### src/rtl/scan_seq_pkg.sv
package scan_seq_pkg;

  localparam int ENT_W     = 8;
  localparam int SLOTS     = 4;
  localparam int CHAN_W    = 4;
  localparam int ATT_W     = 2;
  localparam int IVL_FLOOR = 40;

  // Slot 0 is the most significant byte of a table word.
  function automatic logic [ENT_W-1:0] slot_get(input logic [31:0] word, input logic [1:0] slot);
    logic [31:0] shifted;
    shifted = word >> (8 * (3 - int'(slot)));
    return shifted[ENT_W-1:0];
  endfunction

  function automatic logic [31:0] slot_put(input logic [31:0] word, input logic [1:0] slot,
                                           input logic [ENT_W-1:0] val);
    logic [31:0] mask;
    logic [31:0] ins;
    mask = 32'hFF00_0000 >> (8 * int'(slot));
    ins  = {val, 24'h0} >> (8 * int'(slot));
    return (word & ~mask) | ins;
  endfunction

  function automatic logic [CHAN_W-1:0] ent_chan(input logic [ENT_W-1:0] ent);
    return ent[7:4];
  endfunction

  function automatic logic [ATT_W-1:0] ent_att(input logic [ENT_W-1:0] ent);
    return ent[3:2];
  endfunction

  // Cycles between two timer fires.
  function automatic int unsigned trig_period(input int unsigned ivl);
    return 2 * ((ivl < IVL_FLOOR) ? IVL_FLOOR : ivl);
  endfunction

endpackage

### src/rtl/scan_seq_table.sv
module scan_seq_table
  import scan_seq_pkg::*;
#(
  parameter int NUM_WORDS = 4,
  localparam int PTR_W = $clog2(NUM_WORDS * SLOTS),
  localparam int WIDX_W = PTR_W - 2
) (
  input  logic             clk,
  input  logic             rst_n,
  input  logic             wr_en,
  input  logic [PTR_W-1:0] wr_idx,
  input  logic [ENT_W-1:0] wr_data,
  input  logic [PTR_W-1:0] rd_idx,
  output logic [ENT_W-1:0] rd_entry
);

  logic [31:0] words [NUM_WORDS];

  logic [WIDX_W-1:0] wr_word;
  logic [1:0]        wr_slot;
  logic [WIDX_W-1:0] rd_word;
  logic [1:0]        rd_slot;

  assign wr_word = wr_idx[PTR_W-1:2];
  assign wr_slot = wr_idx[1:0];
  assign rd_word = rd_idx[PTR_W-1:2];
  assign rd_slot = rd_idx[1:0];

  for (genvar w = 0; w < NUM_WORDS; w++) begin : g_word
    always_ff @(posedge clk or negedge rst_n) begin
      if (!rst_n) begin
        words[w] <= '0;
      end else if (wr_en && (wr_word == WIDX_W'(w))) begin
        words[w] <= slot_put(words[w], wr_slot, wr_data);
      end
    end
  end

  assign rd_entry = slot_get(words[rd_word], rd_slot);

endmodule

### src/rtl/scan_seq_timer.sv
module scan_seq_timer
  import scan_seq_pkg::*;
#(
  parameter int IVL_W = 12,
  localparam int CNT_W = ((IVL_W + 1) > 7) ? (IVL_W + 1) : 7
) (
  input  logic             clk,
  input  logic             rst_n,
  input  logic             sel,
  input  logic             en,
  input  logic [IVL_W-1:0] ivl,
  output logic             fire
);

  logic [CNT_W-1:0] cnt;
  logic [CNT_W-1:0] period;
  logic             active;

  assign active = sel & en;
  assign period = CNT_W'(trig_period(32'(ivl)));
  assign fire   = active && (cnt >= period - CNT_W'(1));

  always_ff @(posedge clk or negedge rst_n) begin
    if (!rst_n) begin
      cnt <= '0;
    end else if (!active || fire) begin
      cnt <= '0;
    end else begin
      cnt <= cnt + CNT_W'(1);
    end
  end

endmodule

### src/rtl/scan_seq_ctrl.sv
module scan_seq_ctrl
  import scan_seq_pkg::*;
#(
  parameter int PTR_W = 4
) (
  input  logic              clk,
  input  logic              rst_n,
  input  logic              fire,
  input  logic              ptr_clr,
  input  logic [PTR_W-1:0]  pat_len,
  input  logic              conv_done,
  input  logic [ENT_W-1:0]  entry,
  output logic [PTR_W-1:0]  rd_ptr,
  output logic              conv_start,
  output logic [CHAN_W-1:0] conv_chan,
  output logic [ATT_W-1:0]  conv_atten,
  output logic              busy,
  output logic              accept,
  output logic              overrun
);

  logic [PTR_W-1:0] ptr;
  logic             free;
  logic             launch;
  logic             drop;
  logic             unused_rsvd;

  assign unused_rsvd = ^entry[1:0];

  assign accept = busy & conv_done;
  assign free   = ~busy | accept;
  assign launch = fire & free;
  assign drop   = fire & ~free;
  assign rd_ptr = ptr;

  always_ff @(posedge clk or negedge rst_n) begin
    if (!rst_n) begin
      busy       <= 1'b0;
      conv_start <= 1'b0;
      conv_chan  <= '0;
      conv_atten <= '0;
      ptr        <= '0;
      overrun    <= 1'b0;
    end else begin
      conv_start <= launch;
      if (launch) begin
        busy       <= 1'b1;
        conv_chan  <= ent_chan(entry);
        conv_atten <= ent_att(entry);
      end else if (accept) begin
        busy <= 1'b0;
      end
      if (ptr_clr) begin
        ptr <= '0;
      end else if (launch) begin
        ptr <= (ptr >= pat_len) ? '0 : ptr + PTR_W'(1);
      end
      if (drop) begin
        overrun <= 1'b1;
      end
    end
  end

endmodule

### src/rtl/scan_seq_out.sv
module scan_seq_out #(
  parameter int DATA_W = 12,
  parameter int FCNT_W = 8
) (
  input  logic              clk,
  input  logic              rst_n,
  input  logic              accept,
  input  logic [DATA_W-1:0] conv_data,
  input  logic              inv_en,
  input  logic [FCNT_W-1:0] frame_len,
  output logic              smp_valid,
  output logic [DATA_W-1:0] smp_data,
  output logic              smp_eof
);

  logic [FCNT_W-1:0] fcnt;
  logic              last;

  // A frame length of zero closes every frame after one sample.
  assign last = ({1'b0, fcnt} + (FCNT_W + 1)'(1)) >= {1'b0, frame_len};

  always_ff @(posedge clk or negedge rst_n) begin
    if (!rst_n) begin
      smp_valid <= 1'b0;
      smp_data  <= '0;
      smp_eof   <= 1'b0;
      fcnt      <= '0;
    end else begin
      smp_valid <= accept;
      smp_eof   <= accept & last;
      if (accept) begin
        smp_data <= inv_en ? ~conv_data : conv_data;
        fcnt     <= last ? '0 : fcnt + FCNT_W'(1);
      end
    end
  end

endmodule

### src/rtl/scan_seq.sv
module scan_seq
  import scan_seq_pkg::*;
#(
  parameter int NUM_WORDS = 4,
  parameter int IVL_W = 12,
  parameter int FCNT_W = 8,
  parameter int DATA_W = 12,
  localparam int PTR_W = $clog2(NUM_WORDS * SLOTS)
) (
  input  logic              clk,
  input  logic              rst_n,
  input  logic              tbl_wr_en,
  input  logic [PTR_W-1:0]  tbl_wr_idx,
  input  logic [ENT_W-1:0]  tbl_wr_data,
  input  logic              ptr_clr,
  input  logic              tmr_sel,
  input  logic              tmr_en,
  input  logic [IVL_W-1:0]  interval,
  input  logic [PTR_W-1:0]  pat_len,
  input  logic [FCNT_W-1:0] frame_len,
  input  logic              inv_en,
  output logic              conv_start,
  output logic [CHAN_W-1:0] conv_chan,
  output logic [ATT_W-1:0]  conv_atten,
  input  logic              conv_done,
  input  logic [DATA_W-1:0] conv_data,
  output logic              smp_valid,
  output logic [DATA_W-1:0] smp_data,
  output logic              smp_eof,
  output logic              overrun
);

  logic             tmr_fire;
  logic             busy;
  logic             accept;
  logic [PTR_W-1:0] rd_ptr;
  logic [ENT_W-1:0] cur_entry;

  scan_seq_table #(.NUM_WORDS(NUM_WORDS)) u_table (
    .clk      (clk),
    .rst_n    (rst_n),
    .wr_en    (tbl_wr_en),
    .wr_idx   (tbl_wr_idx),
    .wr_data  (tbl_wr_data),
    .rd_idx   (rd_ptr),
    .rd_entry (cur_entry)
  );

  scan_seq_timer #(.IVL_W(IVL_W)) u_timer (
    .clk   (clk),
    .rst_n (rst_n),
    .sel   (tmr_sel),
    .en    (tmr_en),
    .ivl   (interval),
    .fire  (tmr_fire)
  );

  scan_seq_ctrl #(.PTR_W(PTR_W)) u_ctrl (
    .clk        (clk),
    .rst_n      (rst_n),
    .fire       (tmr_fire),
    .ptr_clr    (ptr_clr),
    .pat_len    (pat_len),
    .conv_done  (conv_done),
    .entry      (cur_entry),
    .rd_ptr     (rd_ptr),
    .conv_start (conv_start),
    .conv_chan  (conv_chan),
    .conv_atten (conv_atten),
    .busy       (busy),
    .accept     (accept),
    .overrun    (overrun)
  );

  scan_seq_out #(.DATA_W(DATA_W), .FCNT_W(FCNT_W)) u_out (
    .clk       (clk),
    .rst_n     (rst_n),
    .accept    (accept),
    .conv_data (conv_data),
    .inv_en    (inv_en),
    .frame_len (frame_len),
    .smp_valid (smp_valid),
    .smp_data  (smp_data),
    .smp_eof   (smp_eof)
  );

endmodule

### config.mk
export PLATFORM = sky130hd
export DESIGN_NAME = scan_seq
export DESIGN_NICKNAME = d
export VERILOG_FILES = /design/src/rtl/scan_seq_pkg.sv /design/src/rtl/scan_seq_table.sv /design/src/rtl/scan_seq_timer.sv /design/src/rtl/scan_seq_ctrl.sv /design/src/rtl/scan_seq_out.sv /design/src/rtl/scan_seq.sv
export SDC_FILE = /design/constraint.sdc
export NUM_CORES = 1
export LEC_CHECK = 0
export BUFFER_PORTS_ARGS = -buffer_cell sky130_fd_sc_hd__buf_4
export CORE_UTILIZATION = 59
export CTS_CLUSTER_DIAMETER = 150
export DETAILED_ROUTE_END_ITERATION = 12
export PLACE_DENSITY = 0.85
export SLEW_MARGIN = 0
export SYNTH_ARGS = -nofsm -noshare
export SYNTH_HDL_FRONTEND = slang
export SYNTH_SLANG_ARGS = --single-unit
export TNS_END_PERCENT = 50
### constraint.sdc
create_clock -name clk -period 3.15 [get_ports clk]
set_input_delay 0.315 -clock clk [delete_from_list [all_inputs] [get_ports clk]]
set_output_delay 0.315 -clock clk [all_outputs]
set_load 0.05 [all_outputs]
Word level (Yosys, flattened, before mapping)
Cells that the tools add are included.
{"block": "classes", "n_addsub": 6, "magnitude_cmp": 5, "eq_ne": 3, "n_shift": 3, "n_mux": 12, "bitwise": 19, "reduce_logical": 10}
{"op": "$and 32x32->32", "n": 4}
{"op": "$or 32x32->32", "n": 4}
{"op": "$bmux 32 s2", "n": 1}
{"op": "$mux 32", "n": 2}
{"op": "$not 32->32", "n": 1}
{"op": "$shr 32x32->8", "n": 1}
{"op": "$shr 32x5->32", "n": 1}
{"op": "$shr 32x5->32 const A", "n": 1}
{"op": "$mux 12", "n": 2}
{"op": "$add 13x1->13 const B", "n": 1}
{"op": "$ge 13x13->1", "n": 1}
{"op": "$mux 13", "n": 1}
{"op": "$sub 13x1->13 const B", "n": 1}
{"op": "$lt 12x6->1 const B", "n": 1}
{"op": "$mux 4", "n": 3}
{"op": "$not 12->12", "n": 1}
{"op": "$add 8x1->9 const B", "n": 1}
{"op": "$ge 9x8->1", "n": 1}
{"op": "$add 8x1->8 const B", "n": 1}
{"op": "$mux 8", "n": 1}
{"op": "$and 1x1->1", "n": 5}
{"op": "$logic_and 1x1->1", "n": 5}
{"op": "$add 4x1->4 const B", "n": 1}
{"op": "$eq 2x2->1 const B", "n": 2}
{"op": "12 further kinds", "n": 15}
{"block": "word_totals", "reg_bits": 176, "in_bits": 56, "output_inout_bits": 22, "wordCells": 73}

Depth between registers and ports, before layout
Gate-level depths: netlist of the first run.
{"block": "depth", "depth_word": 8, "mapped_depth": 18, "ltp_nobuf": 17}

By module
Synthesis of the first run repeated with hierarchy kept, for this count alone.
{"block": "unflattened", "hier_cells": 684, "hier_area_um2": 8837.2}
{"module": "scan_seq_table", "instances": 1, "cells_per_inst": 364, "area_each_um2": 5790.6, "seq_area_each_um2": 3203.1}
{"module": "scan_seq_out", "instances": 1, "cells_per_inst": 130, "area_each_um2": 1244.9, "seq_area_each_um2": 550.5}
{"module": "scan_seq_timer", "instances": 1, "cells_per_inst": 125, "area_each_um2": 1129.8, "seq_area_each_um2": 325.3}
{"module": "scan_seq_ctrl", "instances": 1, "cells_per_inst": 65, "area_each_um2": 671.9, "seq_area_each_um2": 325.3}

Least setup slack after synthesis of the first run
No wires, ideal clock.
{"block": "synth_path", "kind": "input port to flip-flop", "startpoint": "input interval[10]", "endpoint": "register u_ctrl.conv_chan[0]", "setup_ns": 0.125, "arrival_time_ns": 3.934, "t_required_ns": 3.025, "path_slack_ns": -0.908, "cell_stages": 15, "n_path_buf": 0, "cell_sequence": "or4_1 -> nor3_1 -> nand2_1 -> nand2_1 -> ha_1 -> nand2b_1 -> nor4_1 -> nand2b_1 -> nor4_1 -> xnor2_1 -> ha_1 -> and4_1 -> o211ai_1 -> a31oi_2 -> mux2_2"}
{"block": "synth_between", "elab_chain_len": 6}
{"element": "start: declaration", "line": "scan_seq.sv:18", "source": "input logic [IVL_W-1:0] interval,"}
{"element": "$lt 12x6->1", "line": "scan_seq_pkg.sv:35", "source": "return 2 * ((ivl < IVL_FLOOR) ? IVL_FLOOR : ivl);"}
{"element": "$mux 12 (*)", "line": "scan_seq_pkg.sv:35"}
{"element": "$sub 13x1->13 (*)", "line": "scan_seq_timer.sv:21", "source": "assign fire = active && (cnt >= period - CNT_W'(1));"}
{"element": "$ge 13x13->1 (*)", "line": "scan_seq_timer.sv:21"}
{"element": "$logic_and 1x1->1 (*)", "line": "scan_seq_timer.sv:21"}
{"element": "$and 1x1->1 (*)", "line": "scan_seq_ctrl.sv:32", "source": "assign launch = fire & free;"}
{"element": "net u_ctrl.launch", "line": "scan_seq_ctrl.sv:24", "source": "logic launch;"}
{"element": "end signal: assignment", "line": "scan_seq_ctrl.sv:48", "source": "conv_chan <= ent_chan(entry);"}
{"element": "end: declaration", "line": "scan_seq_ctrl.sv:15", "source": "output logic [CHAN_W-1:0] conv_chan,"}
The timed path passes the listed nets; every way through them passes the cells marked *.
A chain may end at the register's enable or synchronous reset.

Worst setup path in the final report of the first run
{"block": "layout_path", "startpoint": "input interval[7]", "endpoint": "register u_timer.cnt[2]"}
{"block": "layout_between", "elab_chain_len": 7}
{"element": "$lt 12x6->1", "line": "scan_seq_pkg.sv:35"}
{"element": "$mux 12 (*)", "line": "scan_seq_pkg.sv:35"}
{"element": "$sub 13x1->13 (*)", "line": "scan_seq_timer.sv:21"}
{"element": "$ge 13x13->1 (*)", "line": "scan_seq_timer.sv:21"}
{"element": "$logic_and 1x1->1 (*)", "line": "scan_seq_timer.sv:21"}
{"element": "$logic_or 1x1->1 (*)", "line": "scan_seq_timer.sv:26", "source": "end else if (!active || fire) begin"}
{"element": "$mux 13 (*)", "line": "scan_seq_timer.sv:26"}
{"element": "end signal: assignment", "line": "scan_seq_timer.sv:29", "source": "cnt <= cnt + CNT_W'(1);"}
{"element": "end: declaration", "line": "scan_seq_timer.sv:15", "source": "logic [CNT_W-1:0] cnt;"}
Every way passes the cells marked *; elsewhere a longest branch is shown, timed or not.

==> results of run 1 <==
-- tightest hold or removal path: stages --
cell and delay [ns]:
buf_4 0.08, xnor2_1 0.09, o21ai_0 0.06
-- path summary, 6_finish.rpt --
check | end | slack (ns) | startpoint
worst max-delay path | u_timer.cnt[2] | -0.10 | interval[7]
worst min-delay path | u_out.smp_data[11] | 0.17 | conv_data[11]
worst max register to register | u_out.fcnt[5] | 0.17 | u_out.fcnt[0]
worst min register to register | u_ctrl.overrun | 0.48 | u_ctrl.overrun
max in group asynchronous | u_table.words[115] | 1.82 | rst_n
min in group asynchronous | u_out.smp_data[9] | 0.51 | rst_n
-- power by group through the flow --
stage | clock (W) | combinational, W | sequential, W
final | 0.00201 | 0.000725 | 0.00231
after global routing | 0.00213 | 0.000788 | 0.00234
after CTS | 0.00203 | 0.000728 | 0.00230
after detailed placement | 0 | 0.000705 | 0.00232
after global placement | 0 | 0.000663 | 0.00229
after floorplan | 0 | 0.000462 | 0.00229
-- flip-flops by register name, summed over array words and instances (netlist names) --
name,cells
u_ctrl.conv_start,1
u_ctrl.rd_ptr,4
u_ctrl.overrun,1
u_table.words,96
u_out.smp_data,12
u_out.smp_eof,1
u_timer.cnt,13
u_ctrl.conv_atten,2
u_ctrl.busy,1
u_out.fcnt,8
u_ctrl.conv_chan,4
u_out.smp_valid,1
-- logic make-up (layout without fill, tap and decap cells) --
| logic type | after synthesis | count (layout) | share of synthesized area [%] |
|---|---|---|---|
| AOI/OAI and AO/OA | 53 | 53 | 4.29 |
| and+or+nand+nor | 136 | 136 | 8.74 |
| adders and majority gates | 28 | 28 | 4.77 |
| xor gates and xnor gates | 37 | 37 | 4.41 |
| buffers and inverters | 45 | 162 | 2.66 |
| muxes | 134 | 134 | 26.1 |
| DFF | 144 | 144 | 49.1 |
-- layout make-up --
cell class | instances | area [um^2]
Clock inverter | 14 | 166
Fill cell | 748 | 2970
Sequential cell | 144 | 3600
Tap cell | 168 | 210
Clock buffer | 18 | 429
Inverter | 20 | 75.1
Timing Repair Buffer | 110 | 860
Multi-Input combinational cell | 388 | 3740
-- placed cells by master (no fill, tap or decap), drive strengths merged, types with 9 or more instances in the layout --
cell type	instances
nand2b	13
inv	20
o21ai	27
clkbuf	18
nand3	18
dfrtp	144
buf	109
xnor2	24
nor2	34
nand2	42
mux2	102
mux4	30
ha	28
xor2	13
a21oi	9
-- timing repair --
item / in CTS / in global routing
buffers inserted: 9 / 1
hold buffers: 1 / 0
hold endpoints to repair: 29 / 0
gates cloned: 1 / 0
pin swaps: 22 / 9
resized for setup: 20 / 16
setup endpoints to repair: 25 / 30
-- metal layers --
metal / up-vias / track usage (%)
met5: - / 0
met4: 0 / 10.4
met3: 37 / 5.42
li1: 2291 / -
met2: 164 / 48.6
met1: 2629 / 35.3
-- metrics by stage --
stage	utilization [%]	setup TNS, ns	hold slack, ns	instances	worst slack [ns]
2_1_floorplan	-	-8.55	0.0194	577	-0.458
3_3_place_gp	68.4	-12.00	0.411	818	-0.498
3_5_place_dp	68.4	-16.07	0.431	818	-0.686
4_1_cts	74.8	-3.11	0.163	861	-0.178
5_1_grt	75.4	-4.55	0.173	862	-0.235
6_report	75.4	-1.45	0.174	862	-0.101
==> impl_metrics.tcl, run 1 <==
set metrics [dict create \
    path_class "input port to flip-flop" \
    cts_tree "built" \
    start_kind "input port" \
    status "finished, violations left" \
    final_max_slew_viol_count 0 \
    max-vdd-ir-drop_v 0.000507 \
    dr.pass1.iters 4 \
    fp.dieH_um 114 \
    drc 0 \
    placementRows 40 \
    cp.depth 20 \
    path_buf_inv 4 \
    fin_worst_skew_ns 0.00573 \
    routed_via_density 5.94 \
    synthArstFlopShare_pct 100 \
    io_pins 78 \
    cts_max_level 4 \
    route.met3.wl_um 644 \
    wl_met1_mm 6.90 \
    synthToLayoutAreaGrowth_pct 23.7 \
    internal_power_w 0.00382 \
    core_area_um2 12100 \
    yosysTopAreaCellShare_pct 49.1 \
    antenna_found_initial 0 \
    yosysWarnings 0 \
    top_layer "met4" \
    syn-instance-count 577 \
    synthDistinctLibCells 46 \
    min_period_ns 3.25 \
    clk_latency_ns 0.42 \
    syn-cell-area_um2 7350 \
    die_area_um2 12900 \
    layout-drive-gt1-share_pct 41.4 \
    netlist_top_cells_count "144 x dfrtp_1, 92 x mux2_2, 42 x nand2_1" \
    fmax_mhz 308 \
    cap_viol_max_count 0 \
    violations "negative setup slack" \
    wl_per_cell_um 19.3 \
    ff2ff_path_depth 11 \
    worstPathRequired_ns 3.50 \
    drt-total-wl_mm 16.6 \
    die_w_um 114 \
    cp_max_fo 7 \
    grt_max_degree 90 \
    synth_seq_area_share_pct 49.1 \
    hp-class "input port to flip-flop" \
    ctsLongestPathBuffers 2 \
    switching_power_w 0.00122 \
    port-buffer-count 75 \
    post_dp_cell_area_um2 8260 \
    dp_hpwl_mm 10.9 \
    grt_pass1_vias 5222 \
    finish.instance_area_um2 9090 \
    rsz0062_at_grt "yes" \
    path_cells "buf_6, or4_4, nor3_4, nand2_2, nand2_2, ha_4, nand2b_4, nor4_4, nand2b_1, buf_4, nor2_4, xnor2_2, ha_1, and4_4, o211ai_1, buf_4, and3_4, nand3_4, buf_6, nor2_1" \
    worst_pin_slew_ns 0.813 \
    hold_violations 0 \
    p_leak_nw 4.11 \
    synth_ff_type "dfrtp_1" \
    sw_frac_of_total_pct 24.2 \
    num_vias 5121 \
    track_usage_pct 28.1 \
    syn_avg_cell_area_um2 12.7 \
    hold_depth 3 \
    fin_crit_sh_pct 103 \
    diodes 0 \
    cp_slowest_stage_delay_ns 0.55 \
    synth_edf_count 0 \
    synth_top_area_cell "dfrtp_1" \
    met2_length_mm 8.76 \
    ctsRootBufferMaster "clkbuf_16" \
    synth_area_leaders "dfrtp_1 49%, mux2_2 14%, mux4_1 5.0%" \
    pwr-share-comb_pct 14.4 \
    setup_ws_ns -0.101 \
    drt_iter0_markers 375 \
    endpoint_kind "flip-flop" \
    numCtsBuffers 17 \
    relSlewSlack_pct 45.8 \
    setup_viol 24 \
    p_seq_share_pct 45.7 \
    synth_nets 661 \
    cts.sinks 144 \
    synth.most_common_cell "dfrtp_1" \
    start_util_pct 60.9 \
    clkPwrFrac_pct 39.9 \
    clkSlewWorstSetupHoldPaths_ns 0.06 \
    overflow 0 \
    synth_seq_cells 144 \
    ant_nets 0 \
    gp_routability_congestion 0.821 \
    p_total_w 0.00504 \
    cp.arrival_ns 3.60 \
    grt_pass1_wl_mm 27.2 \
    slowest_stage "or4_4" \
    nets 765 \
    cp_top_family "simple AND/OR/NAND/NOR gates" \
    power.density_nw_per_um2 555 \
]
Power figures use the tool's default switching activity.
==> inputs of run 2 (changes only) <==
--- a/config.mk
+++ b/config.mk
@@ -6,12 +6,13 @@
 export NUM_CORES = 1
 export LEC_CHECK = 0
 export BUFFER_PORTS_ARGS = -buffer_cell sky130_fd_sc_hd__buf_4
-export CORE_UTILIZATION = 59
+export CORE_UTILIZATION = 61
 export CTS_CLUSTER_DIAMETER = 150
 export DETAILED_ROUTE_END_ITERATION = 12
-export PLACE_DENSITY = 0.85
+export PLACE_DENSITY = 0.86
 export SLEW_MARGIN = 0
 export SYNTH_ARGS = -nofsm -noshare
 export SYNTH_HDL_FRONTEND = slang
+export SYNTH_HIERARCHICAL = 1
 export SYNTH_SLANG_ARGS = --single-unit
-export TNS_END_PERCENT = 50
+export TNS_END_PERCENT = 20
==> run 2 against run 1 <==
Effect of this change: the flow still finishes with violations (negative setup slack); core utilization rose by 0.89 points; synthesized cell count rose by 4.7%; area after synthesis rose by 1.4%; critical endpoint is now u_ctrl/rd_ptr[2]; largest cell class unchanged; largest power group unchanged; highest routed layer unchanged.
==> impl_metrics.tcl, run 2 <==
set metrics [dict create \
    die_area_um2 12700 \
    relSlewSlack_pct 51.9 \
    syn-instance-count 604 \
    drc 0 \
    min_period_ns 3.24 \
    numCtsBuffers 17 \
    hold_violations 0 \
    ant_nets 0 \
    path_class "input port to flip-flop" \
    cap_viol_max_count 0 \
    violations "negative setup slack" \
    p_leak_nw 4.08 \
    power.density_nw_per_um2 578 \
    ctsLongestPathBuffers 2 \
    worst_pin_slew_ns 0.722 \
    reg_top3 "u_table/words x96, u_timer/cnt x13, u_out/smp_data x12" \
    cts_max_level 4 \
    antenna_found_initial 0 \
    final_max_slew_viol_count 0 \
    layout_common_cells "144 x dfrtp_1, 107 x buf_4, 84 x mux2_2" \
    setup_ws_ns -0.0861 \
    fin_util_pct 76.2 \
    path_cells "buf_4, or4_4, or4b_4, nand2_4, ha_4, nand2_4, nor4_4, xnor2_1, ha_1, nand4_1, buf_4, a21oi_4, o311a_4, a21oi_4, nor4b_2, a21o_1" \
    cp_slowest_stage_delay_ns 0.56 \
    nFillCells 705 \
    routed_via_density 6.09 \
    fin_worst_skew_ns 0.00673 \
    syn_avg_cell_area_um2 12.3 \
    yosysWarnings 6 \
    drt-total-wl_mm 17.1 \
    dp_hpwl_mm 11.5 \
    io_pins 78 \
    wl_per_cell_um 19.9 \
    fin_crit_sh_pct 103 \
    regMostFlops "u_table/words" \
    grt_max_degree 82 \
    ctsRootBufferMaster "clkbuf_16" \
    synth_nets 688 \
    endpoint_kind "flip-flop" \
    nets 786 \
    status "finished, violations left" \
    diodes 0 \
    die_w_um 113 \
    gp_routability_congestion 0.822 \
    drt_iter0_markers 327 \
    overflow 0 \
    slowest_stage "or4b_4" \
    synthToLayoutAreaGrowth_pct 22.4 \
    largest_reg_flops 96 \
    grt_pass1_wl_mm 27.9 \
    syn-cell-area_um2 7450 \
    hp-class "input port to flip-flop" \
    timing.hold.ws_ns 0.176 \
    core_area_um2 12000 \
    clkSlewWorstSetupHoldPaths_ns 0.06 \
    fp.dieH_um 113 \
    rsz0062_at_grt "yes" \
    layout-drive-gt1-share_pct 41.3 \
    port-buffer-count 75 \
    num_vias 5246 \
    fmax_mhz 309 \
    setup_viol 9 \
    cp.arrival_ns 3.55 \
    worstPathRequired_ns 3.46 \
    grt_pass1_vias 5596 \
    clk_latency_ns 0.42 \
    max-vdd-ir-drop_v 0.000442 \
    dr.pass1.iters 5 \
    cts_tree "built" \
    layout_commonest_cell "dfrtp_1" \
    p_total_w 0.00527 \
    track_usage_pct 29.1 \
    placementRows 40 \
    start_kind "input port" \
    start_util_pct 62.3 \
    cts.sinks 144 \
    cp_max_fo 4 \
]
==> run 2: timing repair <==
item / in CTS / in global routing
gates resized for setup: 11 / 8
pin swaps: 14 / 12
setup buffers: 4 / 1
hold buffers: 1 / 0
endpoints found under the hold margin: 78 / 0
endpoints found under the setup margin: 10 / 12
==> run 2: worst max-delay path: cells and delay by family <==
family          cells  cell delay, ns
fa+ha+maj           2            0.42
xor+xnor            1            0.17
buf+inv             2            0.26
simple gates        7            1.61
compound gates      4            0.76
==> run 2: per-layer routing <==
layer / part of all wire (%) / track usage, %
met4: 1.9 / 9.78
met2: 52 / 49.7
met1: 42 / 37.4
met5: 0 / 0
met3: 4.3 / 5.89
==> run 2: metrics by stage <==
step / area (um^2) / TNS, ns / instances / worst slack (ns)
after floorplan: 7500 / -4.14 / 604 / -0.460
final: 9120 / -0.570 / 862 / -0.0861
after global placement: 8350 / -5.89 / 824 / -0.520
after detailed placement: 8350 / -7.93 / 824 / -0.571
after CTS: 9080 / -0.0231 / 861 / -0.0231
after global routing: 9120 / -1.28 / 862 / -0.155
==> run 2: where the power goes <==
| group | internal [W] | switching [W] |
|---|---|---|
| Sequential | 0.00215 | 0.000159 |
| Combinational | 0.000452 | 0.000353 |
| Clock | 0.00140 | 0.000750 |
==> run 2: path summary, 6_finish.rpt <==
path | start | to | slack, ns | depth (start not counted)
max | interval[10] | u_ctrl/rd_ptr[2] | -0.09 | 16
min | conv_data[7] | u_out/smp_data[7] | 0.18 | 3
max reg2reg | u_out/fcnt[0] | u_out/smp_eof | 0.26 | 10
min reg2reg | u_table/words[61] | u_table/words[61] | 0.49 | 1
max in group asynchronous | rst_n | u_table/words[3] | 1.86 | 3
min in group asynchronous | rst_n | u_table/words[116] | 0.50 | 2
==> run 2: cell type report <==
class,count,area (um^2),area share (%)
Clock inverter,11,159,1.74
Timing Repair Buffer,110,845,9.26
Sequential cell,144,3600,39.5
Tap cell,147,184,2.02
Inverter,22,87.6,0.960
Multi-Input combinational cell,407,3760,41.2
Clock buffer,21,480,5.27
==> inputs of run 3 (changes only) <==
--- a/config.mk
+++ b/config.mk
@@ -10,6 +10,7 @@
 export CTS_CLUSTER_DIAMETER = 150
 export DETAILED_ROUTE_END_ITERATION = 12
 export PLACE_DENSITY = 0.86
+export SKIP_CTS_REPAIR_TIMING = 1
 export SLEW_MARGIN = 0
 export SYNTH_ARGS = -nofsm -noshare
 export SYNTH_HDL_FRONTEND = slang
==> run 3 against run 2 <==
Effect of this change: hold slack improved by 0.0017 ns; final area decreased by 0.15%; clock-buffer cell count unchanged; combinational power about the same; die area unchanged; sequential cell count unchanged; the run still ends with negative setup slack left; total power about the same; clock skew decreased by 0.0020 ns; core utilization decreased by 0.12 points; critical path type unchanged; sequential share of layout area increased by 0.060 points; first-iteration DRC count increased by 2.8%.
==> impl_metrics.tcl, run 3 (synthesis results as in run 2) <==
set metrics [dict create \
    status "finished, violations left" \
    violations "negative setup slack" \
    cp_top_family "simple AND/OR/NAND/NOR gates" \
    path_class "input port to flip-flop" \
    routed_via_density 6.05 \
    ctsRootBufferMaster "clkbuf_16" \
    diodes 0 \
    die_area_um2 12700 \
    max-vdd-ir-drop_v 0.000441 \
    drc 0 \
    r2r_end "u_out/smp_eof" \
    numCtsBuffers 17 \
    cap_viol_max_count 0 \
    ant_nets 0 \
    hp-class "input port to flip-flop" \
    placementRows 40 \
    antenna_found_initial 0 \
    largest_reg_flops 96 \
    worst_pin_slew_ns 0.724 \
    hold_violations 0 \
    hp-start "conv_data[7]" \
    wl_per_cell_um 20.0 \
    clkPwrFrac_pct 40.8 \
    drt-total-wl_mm 17.3 \
    drt_iter0_markers 336 \
    rrSetupSlack_ns 0.24 \
    slowest_stage "or4b_4" \
    start_kind "input port" \
    layout-drive-gt1-share_pct 40.8 \
    nFillCells 705 \
    num_vias 5215 \
    fp.dieH_um 113 \
    path_buf_inv 2 \
    power.density_nw_per_um2 578 \
    cp_max_fo 6 \
    synthToLayoutAreaGrowth_pct 22.2 \
    core_area_um2 12000 \
    p_leak_nw 4.09 \
    cts_max_level 4 \
    switching_power_w 0.00126 \
    start_util_pct 62.3 \
    relSlewSlack_pct 51.7 \
    sw_frac_of_total_pct 23.9 \
    reg_top3 "u_table/words x96, u_timer/cnt x13, u_out/smp_data x12" \
    p_seq_share_pct 43.9 \
    timing.hold.ws_ns 0.177 \
    p_total_w 0.00527 \
    layout_commonest_cell "dfrtp_1" \
    crit_start "interval[7]" \
    nets 786 \
    clkSlewWorstSetupHoldPaths_ns 0.06 \
    min_to "u_out/smp_data[7]" \
    cp.arrival_ns 3.58 \
    grt_pass1_wl_mm 27.2 \
    port-buffer-count 75 \
    fmax_mhz 304 \
    min_period_ns 3.29 \
    ctsLongestPathBuffers 2 \
    io_pins 78 \
    clk_latency_ns 0.42 \
    rsz0062_at_grt "yes" \
    fin_crit_sh_pct 104 \
    setup_viol 11 \
    regMostFlops "u_table/words" \
    track_usage_pct 28.3 \
    dp_hpwl_mm 11.5 \
    path_cells "buf_6, or4_4, or4b_4, nand2_4, ha_4, nand2_4, nor3_4, xnor2_1, ha_1, nand4_1, a211oi_2, o311a_4, nand2_8, buf_6, nand3b_1, o21ai_1" \
    dp_slack_ns -0.571 \
    worstPathRequired_ns 3.44 \
    overflow 0 \
    final_max_slew_viol_count 0 \
    grt_max_degree 82 \
    internal_power_w 0.00401 \
    hold_depth 3 \
    gp_routability_congestion 0.822 \
    rr_startpoint "u_out/fcnt[0]" \
    cp_slowest_stage_delay_ns 0.59 \
    layout_common_cells "144 x dfrtp_1, 103 x buf_4, 84 x mux2_2" \
    fin_worst_skew_ns 0.00471 \
    cts.sinks 144 \
    setup_ws_ns -0.139 \
    die_w_um 113 \
    grt_pass1_vias 5494 \
    endpoint_kind "flip-flop" \
    cts_tree "built" \
    dr.pass1.iters 4 \
    ff2ff_path_depth 10 \
    pwr-share-comb_pct 15.3 \
]
run 3: cell count changes in the layout (fill, tap and decap cells not counted), sizes merged:
| cell | previous run | this run |
|---|---|---|
| buf | 109 | 108 |
| clkinv | 8 | 9 |
run 3: per-layer routing:
metal | wire (um) | vias up | GRT usage, %
li1 | - | 2388 | -
met1 | 7440 | 2635 | 37.0
met2 | 8890 | 168 | 48.2
met3 | 654 | 24 | 5.45
met4 | 270 | 0 | 8.98
met5 | 0 | - | 0
run 3: how the worst max path moves through the flow:
| stage | endpoint | slack (ns) | depth (start not counted) |
|---|---|---|---|
| 3_3_place_gp | u_ctrl/rd_ptr[2] | -0.52 | 16 |
| 5_1_grt | u_ctrl/rd_ptr[1] | -0.21 | 16 |
| 4_1_cts | u_ctrl/rd_ptr[2] | -0.16 | 16 |
| 6_report | u_ctrl/rd_ptr[1] | -0.14 | 16 |
| 3_5_place_dp | u_ctrl/rd_ptr[2] | -0.57 | 16 |
| 2_1_floorplan | u_ctrl/rd_ptr[2] | -0.46 | 15 |
run 3: power by group through the flow:
stage	registers, W	logic (W)	clock network, W
3_5_place_dp	0.00234	0.000792	0
2_1_floorplan	0.00232	0.000516	0
4_1_cts	0.00231	0.000800	0.00218
3_3_place_gp	0.00230	0.000745	0
5_1_grt	0.00234	0.000871	0.00226
6_report	0.00231	0.000806	0.00215
run 3: per-stage QoR:
| stage | cells | area, um^2 | utilization, % | setup TNS (ns) |
|---|---|---|---|---|
| finish | 862 | 9110 | 76.1 | -0.861 |
| floorplan | 604 | 7500 | - | -4.14 |
| global route | 862 | 9110 | 76.1 | -1.84 |
| global placement | 824 | 8350 | 69.8 | -5.89 |
| detailed placement | 824 | 8350 | 69.8 | -7.93 |
| CTS | 856 | 8990 | 75.2 | -0.640 |
run 3: worst reg2reg max path, delay by kind of cell, from the launching register on:
| kind | cells | cell delay, ns |
|---|---|---|
| AND/OR/NAND/NOR | 3 | 0.55 |
| AO/OA/AOI/OAI | 4 | 0.96 |
| XOR/XNOR | 1 | 0.22 |
| adder cells (fa/ha/maj) | 2 | 0.60 |
| flip-flops | 1 | 0.46 |
run 3: cell type report:
type	count	area (um^2)	share of cell area, %
Clock buffer	21	480	5.28
Clock inverter	11	159	1.74
Inverter	22	87.6	0.962
Multi-Input combinational cell	407	3740	41.1
Sequential cell	144	3600	39.6
Tap cell	147	184	2.02
Timing Repair Buffer	109	848	9.32
Timing Repair inverter	1	5.00	0.0550
